--- config.mk ---
export PLATFORM = sky130hd
export DESIGN_NAME = shadow_attr_decoder
export DESIGN_NICKNAME = d
export VERILOG_FILES = /design/src/rtl/shadow_attr_decoder.sv
export SDC_FILE = /design/constraint.sdc
export NUM_CORES = 1
export LEC_CHECK = 0
export BUFFER_PORTS_ARGS = -buffer_cell sky130_fd_sc_hd__buf_2
export CELL_PAD_IN_SITES_DETAIL_PLACEMENT = 1
export CELL_PAD_IN_SITES_GLOBAL_PLACEMENT = 1
export CORE_MARGIN = 2
export CORE_UTILIZATION = 48
export DETAILED_ROUTE_END_ITERATION = 16
export GPL_TIMING_DRIVEN = 0
export PLACE_DENSITY_LB_ADDON = 0.3
export SYNTH_ARGS = -nofsm -noshare
export SYNTH_HDL_FRONTEND = slang
export SYNTH_SLANG_ARGS = --single-unit
--- constraint.sdc ---
create_clock -name clk -period 3.05 [get_ports clk]
set_input_delay 0.1525 -clock clk [delete_from_list [all_inputs] [get_ports clk]]
set_output_delay 0.1525 -clock clk [all_outputs]
set_load 0.01 [all_outputs]
--- src/rtl/shadow_attr_decoder.sv ---
module shadow_attr_decoder #(
  parameter logic [15:0] IDX_PORT  = 16'h0022,
  parameter logic [15:0] DATA_PORT = 16'h0024
) (
  input  logic        clk,
  input  logic        rst_n,
  input  logic        io_wr,
  input  logic [15:0] io_addr,
  input  logic [7:0]  io_wdata,
  output logic [7:0]  io_rdata,
  input  logic [7:0]  mem_page,
  output logic        claimed,
  output logic [1:0]  rd_src,
  output logic [1:0]  wr_tgt,
  output logic        shadow_high,
  output logic        halt_reset_en
);
  localparam logic [1:0] RD_NONE = 2'd0, RD_INT = 2'd1, RD_EXT = 2'd2, RD_EXTANY = 2'd3;
  localparam logic [1:0] WR_BLOCK = 2'd0, WR_INT = 2'd1, WR_EXT = 2'd2;
  localparam int SEGS = 12;

  logic [7:0] idx, r10, r11, r12, r13, r14, sel;

  wire data_wr = io_wr && (io_addr == DATA_PORT);

  always_ff @(posedge clk or negedge rst_n) begin
    if (!rst_n) begin
      idx <= 8'h00;
      r10 <= 8'h3F;
      r11 <= 8'hF0;
      r12 <= 8'h00;
      r13 <= 8'h00;
      r14 <= 8'h00;
    end else begin
      if (io_wr && io_addr == IDX_PORT) idx <= io_wdata;
      if (data_wr) begin
        case (idx)
          8'h10: r10 <= io_wdata;
          8'h11: r11 <= io_wdata;
          8'h12: r12 <= io_wdata;
          8'h13: r13 <= io_wdata;
          8'h14: r14 <= io_wdata;
          default: ;
        endcase
      end
    end
  end

  always_comb begin
    case (idx)
      8'h10: sel = r10;
      8'h11: sel = r11;
      8'h12: sel = r12;
      8'h13: sel = r13;
      8'h14: sel = r14;
      default: sel = 8'h00;
    endcase
  end

  assign io_rdata      = (io_addr == DATA_PORT) ? sel : 8'hFF;
  assign halt_reset_en = r14[6];

  wire [SEGS-1:0] seg_en = {r12, r13[7:4]};
  logic [SEGS-1:0] shadowed;

  for (genvar i = 0; i < SEGS; i++) begin : g_seg
    assign shadowed[i] = seg_en[i] & r11[4 + i/4];
  end

  assign shadow_high = |shadowed[SEGS-1:4];

  wire       in_opt = (mem_page[7:6] == 2'b11);
  wire       in_top = (mem_page[7:4] == 4'hF);
  wire [3:0] seg    = mem_page[5:2];
  wire [1:0] grp    = mem_page[5:4];

  assign claimed = in_opt;

  always_comb begin
    rd_src = RD_NONE;
    wr_tgt = WR_BLOCK;
    if (in_top) begin
      if (r11[7]) begin
        rd_src = RD_EXTANY;
        wr_tgt = WR_INT;
      end else begin
        rd_src = RD_INT;
        wr_tgt = (mem_page[3:0] == 4'h0 && r14[7]) ? WR_INT : WR_BLOCK;
      end
    end else if (in_opt) begin
      if (shadowed[seg]) begin
        rd_src = RD_INT;
        if (!r11[{1'b0, grp}]) wr_tgt = WR_BLOCK;
        else if (r11[3])       wr_tgt = WR_INT;
        else                   wr_tgt = WR_EXT;
      end else begin
        rd_src = grp[1] ? RD_EXTANY : RD_EXT;
      end
    end
  end
endmodule


==> After elaboration in Yosys (flattened, before gate mapping) <==
Index checks and enable logic that the tools add are counted.
W data, S select, Z words.
{ "totals": {"regBits": 48, "inputBits": 35, "output_inout_bits": 15, "elab_cells": 57} }
{ "op_classes": {"magnitude_cmp": 2, "n_eq_ne": 9, "mux": 18, "n_bitwise": 12, "reduce_logical": 10} }
{ "op_table": {"columns": ["cell", "n"], "rows": [
  ["$eq A8 B5 Y1 const B", 5],
  ["$pmux W8 S5", 1],
  ["$eq A16 B6 Y1 const B", 2],
  ["$mux W2", 9],
  ["$and A1 B1 Y1", 12],
  ["$reduce_and A2 Y1", 5],
  ["$mux W8", 1],
  ["$reduce_or A8 Y1", 1],
  ["$lt A4 B5 Y1 const B", 1],
  ["$mux W1", 5],
  ["$bmux W1 S4", 1],
  ["$eq A4 B4 Y1 const B", 1],
  ["$logic_not A4 Y1", 1],
  ["$lt A2 B4 Y1 const B", 1],
  ["$logic_and A1 B1 Y1", 3],
  ["$bmux W1 S2", 1],
  ["$eq A2 B2 Y1 const B", 1]
]} }

==> Longest topological paths before layout <==
Gate-level depths: netlist of the first run.
{ "logic_depth": {"word_depth": 6, "ltp_mapped": 6, "ltp_nobuf": 4} }

==> Least setup slack after synthesis of the first run <==
OpenSTA, ideal clock, no wires.
{ "synth_timing": {"path_type": "reg2reg", "from": "reg idx[3]", "to": "reg r12[0]", "setup_ps": 125, "arrival_time_ps": 1707, "required_time_ps": 2925, "setup_slack_ps": 1218, "path_stages_with_launch": 6, "path_buffers": 1, "period_less_slack_ps": 1832, "cell_sequence": "dfrtp_1 nor4b_4 nor3b_4 and4_1 buf_6 mux2_2"} }
{ "synth_between": {"elab_chain_cells": 2} }
{ "synth_lines": {"columns": ["element", "line", "source"], "rows": [
  ["start, declared", "22", "logic [7:0] idx, r10, r11, r12, r13, r14, sel;"],
  ["start signal, assigned", "35", "if (io_wr && io_addr == IDX_PORT) idx <= io_wdata;"],
  ["$eq A8 B5 Y1", "37", "case (idx)"],
  ["$reduce_and A2 Y1 (no source line)", null, null],
  ["end signal, assigned", "40", "8'h12: r12 <= io_wdata;"],
  ["end, declared", "22", null]
]} }
Every way passes these cells.
A chain may end at the register's enable or synchronous reset.

==> Final worst setup path of the first run <==
{ "layout_timing": {"from": "reg idx[1]", "to": "out io_rdata[6]"} }
{ "layout_between": {"elab_chain_cells": 3, "elab_cells_between_ends": 7, "classes_between": "eq/ne (5); mux (2)"} }
{ "layout_lines": {"columns": ["element", "line", "source"], "rows": [
  ["$eq A8 B5 Y1", "50", "case (idx)"],
  ["$pmux W8 S5 (*)", "50", null],
  ["$mux W8 (*)", "60", "assign io_rdata = (io_addr == DATA_PORT) ? sel : 8'hFF;"],
  ["end, declared", "10", "output logic [7:0] io_rdata,"]
]} }
Every way passes the cells marked *; elsewhere a longest branch is shown, timed or not.

==> impl_results.md, run 1 <==
- Clock power frac: 36.4%
- Crit path depth: 4
- Cell Chain, Critical Path: buf_1, mux4_2, a221o_2, buf_2
- Finished Cell Area: 2950 µm²
- Die Ht: 76.6 µm
- Core ar.: 5110 µm²
- VDD IR max: 0.000270 V
- Startpoint type of the worst setup path: flop
- Reg2reg end: r12[2]
- Area delta synth->final: 16.5%
- PortBufs: 47
- Ranking of synthesized cells by area: dfrtp_1 (38%), mux2_2 (21%), dfstp_2 (10%)
- Chip Width: 76.6 µm
- Syn_area_per_cell: 14.5 µm²
- Asr flop ratio synth: 100%
- Final GP Congestion: slightly above 0.7
- R2R Setup Slk: approximately 0.9 ns
- Clock Path Buffers: 2
- Lkg Pwr: 1.40 nW
- Placed cell areas: 2850 µm²
- Yosys cell types: 38
- Power Density: around 370 nW/µm²
- Die Area: 5860 µm²
- Seq/Total Area, Yosys: 48.0%
- Clock root cell: clkbuf_8
- IO Pins: 50
- Post-layout minimum cycle time: approximately 2.5 ns
- Syn Nets: approximately 210
- Fmax: 393 MHz
- Vias in the first global route: 1897
- Combinational share of power: 5.6%
- Total routed wirelength: around 6300 µm
- CP max stage cell: mux4_2
- Crit. Startpoint: idx[1]
- Yosys Warn Count: 0
- Antenna Nets Post-Route: 0
- Row count: 26
- Hpwl dp: 4620 µm
- Net Sw Frac: 23.1%
- Critical Path AT: 2.39 ns
- Final setup skew: 0.00869 ns
- Post-synth top area cell: dfrtp_1
- HP Class: input pin to asynchronous set/reset pin
- CP Class: flop to primary output
- Clk_lat worst skew: approximately 0.30 ns
- Syn Inst Count: roughly 170
- Area of the mapped netlist: 2530 µm²
- CP endpoint: io_rdata[6]
- Internal power: 0.844 mW
- Antenna violations before repair: 0
- Via-to-Cell Ratio: 5.95
- Register-to-Register Path Depth: 5
- P_sw: between 0.2 and 0.3 mW
- Resize count post-CTS: 0
- Routed wire per std cell: 21.1 µm
- ANT cells: 0
- Crit Path Max Fanout: 10
- # Post-CTS Setup Buffers: 0
- Drt first pass iters: 4
- CP top delay family: buffers and inverters
- Nets: 263
- TNS Setup: 0 ns
- CP Capture Type: primary output
- Clock transition at path regs: 0.09 ns
- Top-area cell type share of the netlist area: 37.6%
- Buf+Inv Stages, Crit Path: 2
- Largest net degree at the start of global routing: 49
- Reg2reg start: idx[3]
- Max stage delay on crit path: 0.61 ns
- Max Slew Vio Count: 0
- Ratio of cells with drive above 1 in the final layout: between 60% and 70%
- Final setup fails: 0
- DRC: 0
- Max_cap viols: 0
- Relative slew slack: 27.8%
- Register bit total from synthesis: 48
- CTS Sinks: 48
- Fin crit share: 83.5%
- TritonCTS clock tree: done
- CTS Hold Buffers Added: 0
- Post-synth EDFFs: 0
- Reg power frac: 58.0%
- Grt total ovfl: 0
- Drt first-iter violations: 77
- H-tree depth: 2
- First-pass GRT wire length: 10600 µm
- Worst slew pin tran: 1.08 ns
- Synth Flop Type: dfrtp_1
- RSZ-0062 raised after global routing: false
- Total number of vias: roughly 1800
- CTS Buf Count: 5
- Crit path required time: 2.90 ns
- GRT Resource Usage Total: a little under a quarter
- Status: completed
- Fin. Hold Viols: 0
- Initial Util: 49.5%
## worst register-to-register path, delay by kind of cell, from the launching register on
kind | cells | cell delay (ns)
buf+inv | 1 | 0.16
mux | 1 | 0.35
flops | 1 | 0.42
simple gates | 3 | 1.12
## registers in the layout, summed over array words and instances (netlist names)
| name | count |
|---|---|
| idx | 8 |
| r12 | 8 |
| r10 | 8 |
| r13 | 8 |
| r14 | 8 |
| r11 | 8 |
## stage by stage
step           std cells  hold WS [ns]  worst slack [ns]  power, mW  util (%)
3_5_place_dp         291         0.409             0.828      0.711      55.8
6_report             299        0.0448             0.504       1.10      57.7
5_1_grt              299         0.118             0.423       1.14      57.7
2_1_floorplan        174        -0.143              1.22      0.662         -
3_3_place_gp         291         0.399             0.881      0.709      55.8
4_1_cts              299        0.0803             0.487       1.11      57.7
## synth_stat cells, types with 2 or more instances
master / count
nor2_1: 3
buf_6: 2
o41ai_1: 2
nand2_1: 6
dfrtp_1: 38
a21oi_1: 2
nor4_1: 4
and4_1: 4
buf_4: 2
a221o_2: 8
buf_2: 3
mux4_2: 10
clkbuf_1: 2
dfstp_2: 10
mux2_2: 48
nor2b_1: 3
nand4_2: 2
mux2i_1: 4
o21ai_0: 2
## placed cells by master, fill, tap and decap left out, types with 2 or more instances in the layout
| cell | count |
|---|---|
| a21oi_1 | 2 |
| nor2_1 | 3 |
| o41ai_1 | 2 |
| o21ai_0 | 2 |
| a221o_2 | 8 |
| dfrtp_1 | 38 |
| buf_2 | 50 |
| dfstp_2 | 10 |
| mux2i_1 | 4 |
| nor2b_1 | 3 |
| buf_4 | 2 |
| nand2_1 | 6 |
| mux4_2 | 10 |
| clkbuf_1 | 3 |
| nand4_2 | 2 |
| nor4_1 | 4 |
| clkbuf_8 | 6 |
| buf_6 | 2 |
| and4_1 | 4 |
| mux2_2 | 48 |
## worst min-delay path by stage
stage	end	slack [ns]	start	cells past startpoint
floorplan	idx[0]	-0.14	rst_n	0
global route	r11[3]	0.12	rst_n	1
global placement	r14[3]	0.40	rst_n	1
finish	r11[3]	0.04	rst_n	1
CTS	idx[3]	0.08	rst_n	1
detailed placement	r14[3]	0.41	rst_n	1
## power groups by stage
stage                     logic, mW  clock network [mW]  registers [mW]
final                        0.0610               0.399           0.637
after global routing         0.0693               0.439           0.637
after CTS                    0.0625               0.409           0.637
after detailed placement     0.0621                   0           0.649
after global placement       0.0606                   0           0.649
after floorplan              0.0136                   0           0.649
## per-layer routing
layer  track usage [%]  vias to the layer above  part of all wire, %
li1                  -                      793                    -
met1              32.7                      926                   46
met2              38.0                       53                   49
met3              4.27                        8                  4.2
met4              6.00                        0                  1.1
met5                 0                        -                    0
## logic make-up after synthesis
group / count (synthesis) / synth area share, %
buffers and inverters: 11 / 2.67
AO/OA/AOI/OAI: 17 / 6.43
flip-flops: 48 / 48.0
multiplexers: 62 / 31.9
AND/OR/NAND/NOR: 36 / 11.0
## final cells by class
class                      instances  area, µm²
inverter                           1       3.75
sequential                        48       1210
clock inverter                     1       7.51
clock buffer                       7       86.3
multi-input combinational        115       1250
timing repair buffer              47        235
tap                               70       87.6
buffer                            10       63.8
fill                             525       2160
(Power assumes the default switching activity.)
==> inputs of run 2 (changes only) <==
Settings changed: CORE_UTILIZATION 48 to 45.
Clock period 3.05 ns to 2.36 ns, I/O delays scaled along.
==> impl_results.md, run 2 (synthesized netlist as in run 1, its figures left out) <==
- Status: completed (unchanged)
- # Post-CTS Setup Buffers: 0 (unchanged)
- TritonCTS clock tree: done (unchanged)
- Antenna Nets Post-Route: 0 (unchanged)
- Core ar.: 5470 µm² (was 5110 µm²)
- Reg2reg end: r12[4] (was r12[2])
- Chip Width: 79.0 µm (was 76.6 µm)
- Post-Place Setup Slack: 0.167 ns (was 0.828 ns)
- CP Class: flop to primary output (unchanged)
- Largest net degree at the start of global routing: 49 (unchanged)
- Critical Path AT: 2.08 ns (was 2.39 ns)
- CTS Sinks: 48 (unchanged)
- Fin crit share: 93.1%
- Finished Cell Area: 2950 µm² (about the same)
- PortBufs: 47 (unchanged)
- Clk_lat worst skew: 0.30 ns (about the same)
- Total routed wirelength: 6250 µm (was 6310 µm)
- GRT Resource Usage Total: 21.6% (was 23.4%)
- Final setup fails: 0 (unchanged)
- Final worst hold slack: 0.00649 ns (was 0.0448 ns)
- Reg2reg start: idx[3] (unchanged)
- Row count: 27 (was 26)
- Register-to-Register Path Depth: 5 (unchanged)
- Power Density: 483 nW/µm² (was 372 nW/µm²)
- Startpoint type of the worst setup path: flop (unchanged)
- Die Ht: 79.0 µm (was 76.6 µm)
- Clock root cell: clkbuf_8 (unchanged)
- ANT cells: 0 (unchanged)
- DRC: 0 (unchanged)
- Clock Path Buffers: 2 (unchanged)
- HP Class: input pin to asynchronous set/reset pin (unchanged)
- Total number of vias: 1766 (was 1780)
- Clock transition at path regs: 0.09 ns (about the same)
- TNS Setup: 0 ns (unchanged)
- CP endpoint: io_rdata[6] (unchanged)
- Fin. Hold Viols: 0 (unchanged)
- Final worst slack: 0.162 ns (was 0.504 ns)
- Drt first-iter violations: 79 (was 77)
- Ratio of cells with drive above 1 in the final layout: 64.2% (was 63.3%)
- R2R Setup Slk: 0.18 ns (was 0.88 ns)
- Crit. Startpoint: idx[1] (unchanged)
- Nets: 263 (unchanged)
- Via-to-Cell Ratio: 5.87 (was 5.95)
- Max_cap viols: 0 (unchanged)
- Lkg Pwr: 1.41 nW (was 1.40 nW)
- H-tree depth: 2 (unchanged)
- Routed wire per std cell: 20.8 µm (was 21.1 µm)
- CP Capture Type: primary output (unchanged)
- Vias in the first global route: 1913 (was 1897)
- Max Slew Vio Count: 0 (unchanged)
- RSZ-0062 raised after global routing: false (unchanged)
- Crit path required time: 2.24 ns (was 2.90 ns)
- Crit Path Max Fanout: 10 (unchanged)
- Die Area: 6230 µm² (was 5860 µm²)
- Initial Util: 46.2% (was 49.5%)
- Area delta synth->final: 16.7% (was 16.5%)
- CTS Buf Count: 5 (unchanged)
- Fmax: 455 MHz
- Final setup skew: 0.00352 ns (was 0.00869 ns)
- Final GP Congestion: 0.789 (was 0.727)
- Post-Route Utilization: 53.9% (was 57.7%)
- Drt first pass iters: 5 (was 4)
- Grt total ovfl: 0 (unchanged)
- Placed cell areas: 2850 µm² (about the same)
- Relative slew slack: 27.5% (was 27.8%)
- Hpwl dp: 4510 µm (was 4620 µm)
- Antenna violations before repair: 0 (unchanged)
- First-pass GRT wire length: 10000 µm (was 10600 µm)
- Post-layout minimum cycle time: about 2.2 ns
- Most common cell after layout, fill and taps aside: buf_2 (unchanged)
- Commonest cells after routing, fill and taps aside: buf_2 (51), mux2_2 (48), dfrtp_1 (38), mux4_2 (10), dfstp_2 (10) (was buf_2 (50), mux2_2 (48), dfrtp_1 (38), mux4_2 (10), dfstp_2 (10))
- VDD IR max: 0.000276 V (was 0.000270 V)
- Worst slew pin tran: 1.09 ns (was 1.08 ns)
- IO Pins: 50 (unchanged)
-- run 2: changes by cell type in the layout (fill, tap and decap cells not counted), sizes merged --
| cell | delta |
|---|---|
| clkbuf | -1 |
| clkinv | +1 |
| inv | +1 |
| clkinvlp | -1 |
-- run 2: layout make-up --
| class | count | area [µm²] |
|---|---|---|
| multi-input combinational | 115 | 1250 |
| clock inverter | 2 | 13.8 |
| timing repair buffer | 47 | 235 |
| tap | 72 | 90.1 |
| inverter | 1 | 3.75 |
| sequential | 48 | 1210 |
| clock buffer | 6 | 82.6 |
| fill | 578 | 2520 |
| buffer | 10 | 65.1 |
-- run 2: stage by stage --
| stage | cells | power, mW |
|---|---|---|
| 2_1_floorplan | 174 | 0.856 |
| 3_3_place_gp | 293 | 0.916 |
| 3_5_place_dp | 293 | 0.919 |
| 4_1_cts | 301 | 1.44 |
| 5_1_grt | 301 | 1.48 |
| 6_report | 301 | 1.43 |
-- run 2: repair_timing --
item | in CTS | in global routing
hold buffers | 0 | 0
resized for setup | 1 | 0
setup endpoints to repair | 3 | 0
-- run 2: how the worst min path moves through the flow --
stage                     startpoint     end  slack (ns)
after detailed placement       rst_n  idx[6]        0.37
final                          rst_n  idx[6]       0.006
after global routing           rst_n  idx[6]        0.10
after floorplan                rst_n  idx[0]       -0.18
after global placement         rst_n  idx[6]        0.35
after CTS                      rst_n  r14[5]        0.04
-- run 2: worst max-delay path, cell delays in order (launching register included) --
cell and delay, ns:
dfrtp_1 0.38, buf_2 0.31, mux4_2 0.56, a221o_2 0.39
buf_2 0.14
-- run 2: where the power goes --
group / switching [mW] / total, mW / internal (mW)
sequential: 0.0000514 / 0.823 / 0.823
combinational: 0.0494 / 0.0786 / 0.0292
clock: 0.285 / 0.525 / 0.240
total: 0.335 / 1.43 / 1.09
-- run 2: layer usage --
metal  part of all wire (%)  vias up  GRT usage, %  routed length (µm)
met1                     44      925          28.5                2730
met2                     51       34          36.1                3210
met3                    3.5       10          4.43                 218
met5                      0        -             0                   0
li1                       -      797             -                   -
met4                    1.4        0          6.21                  87
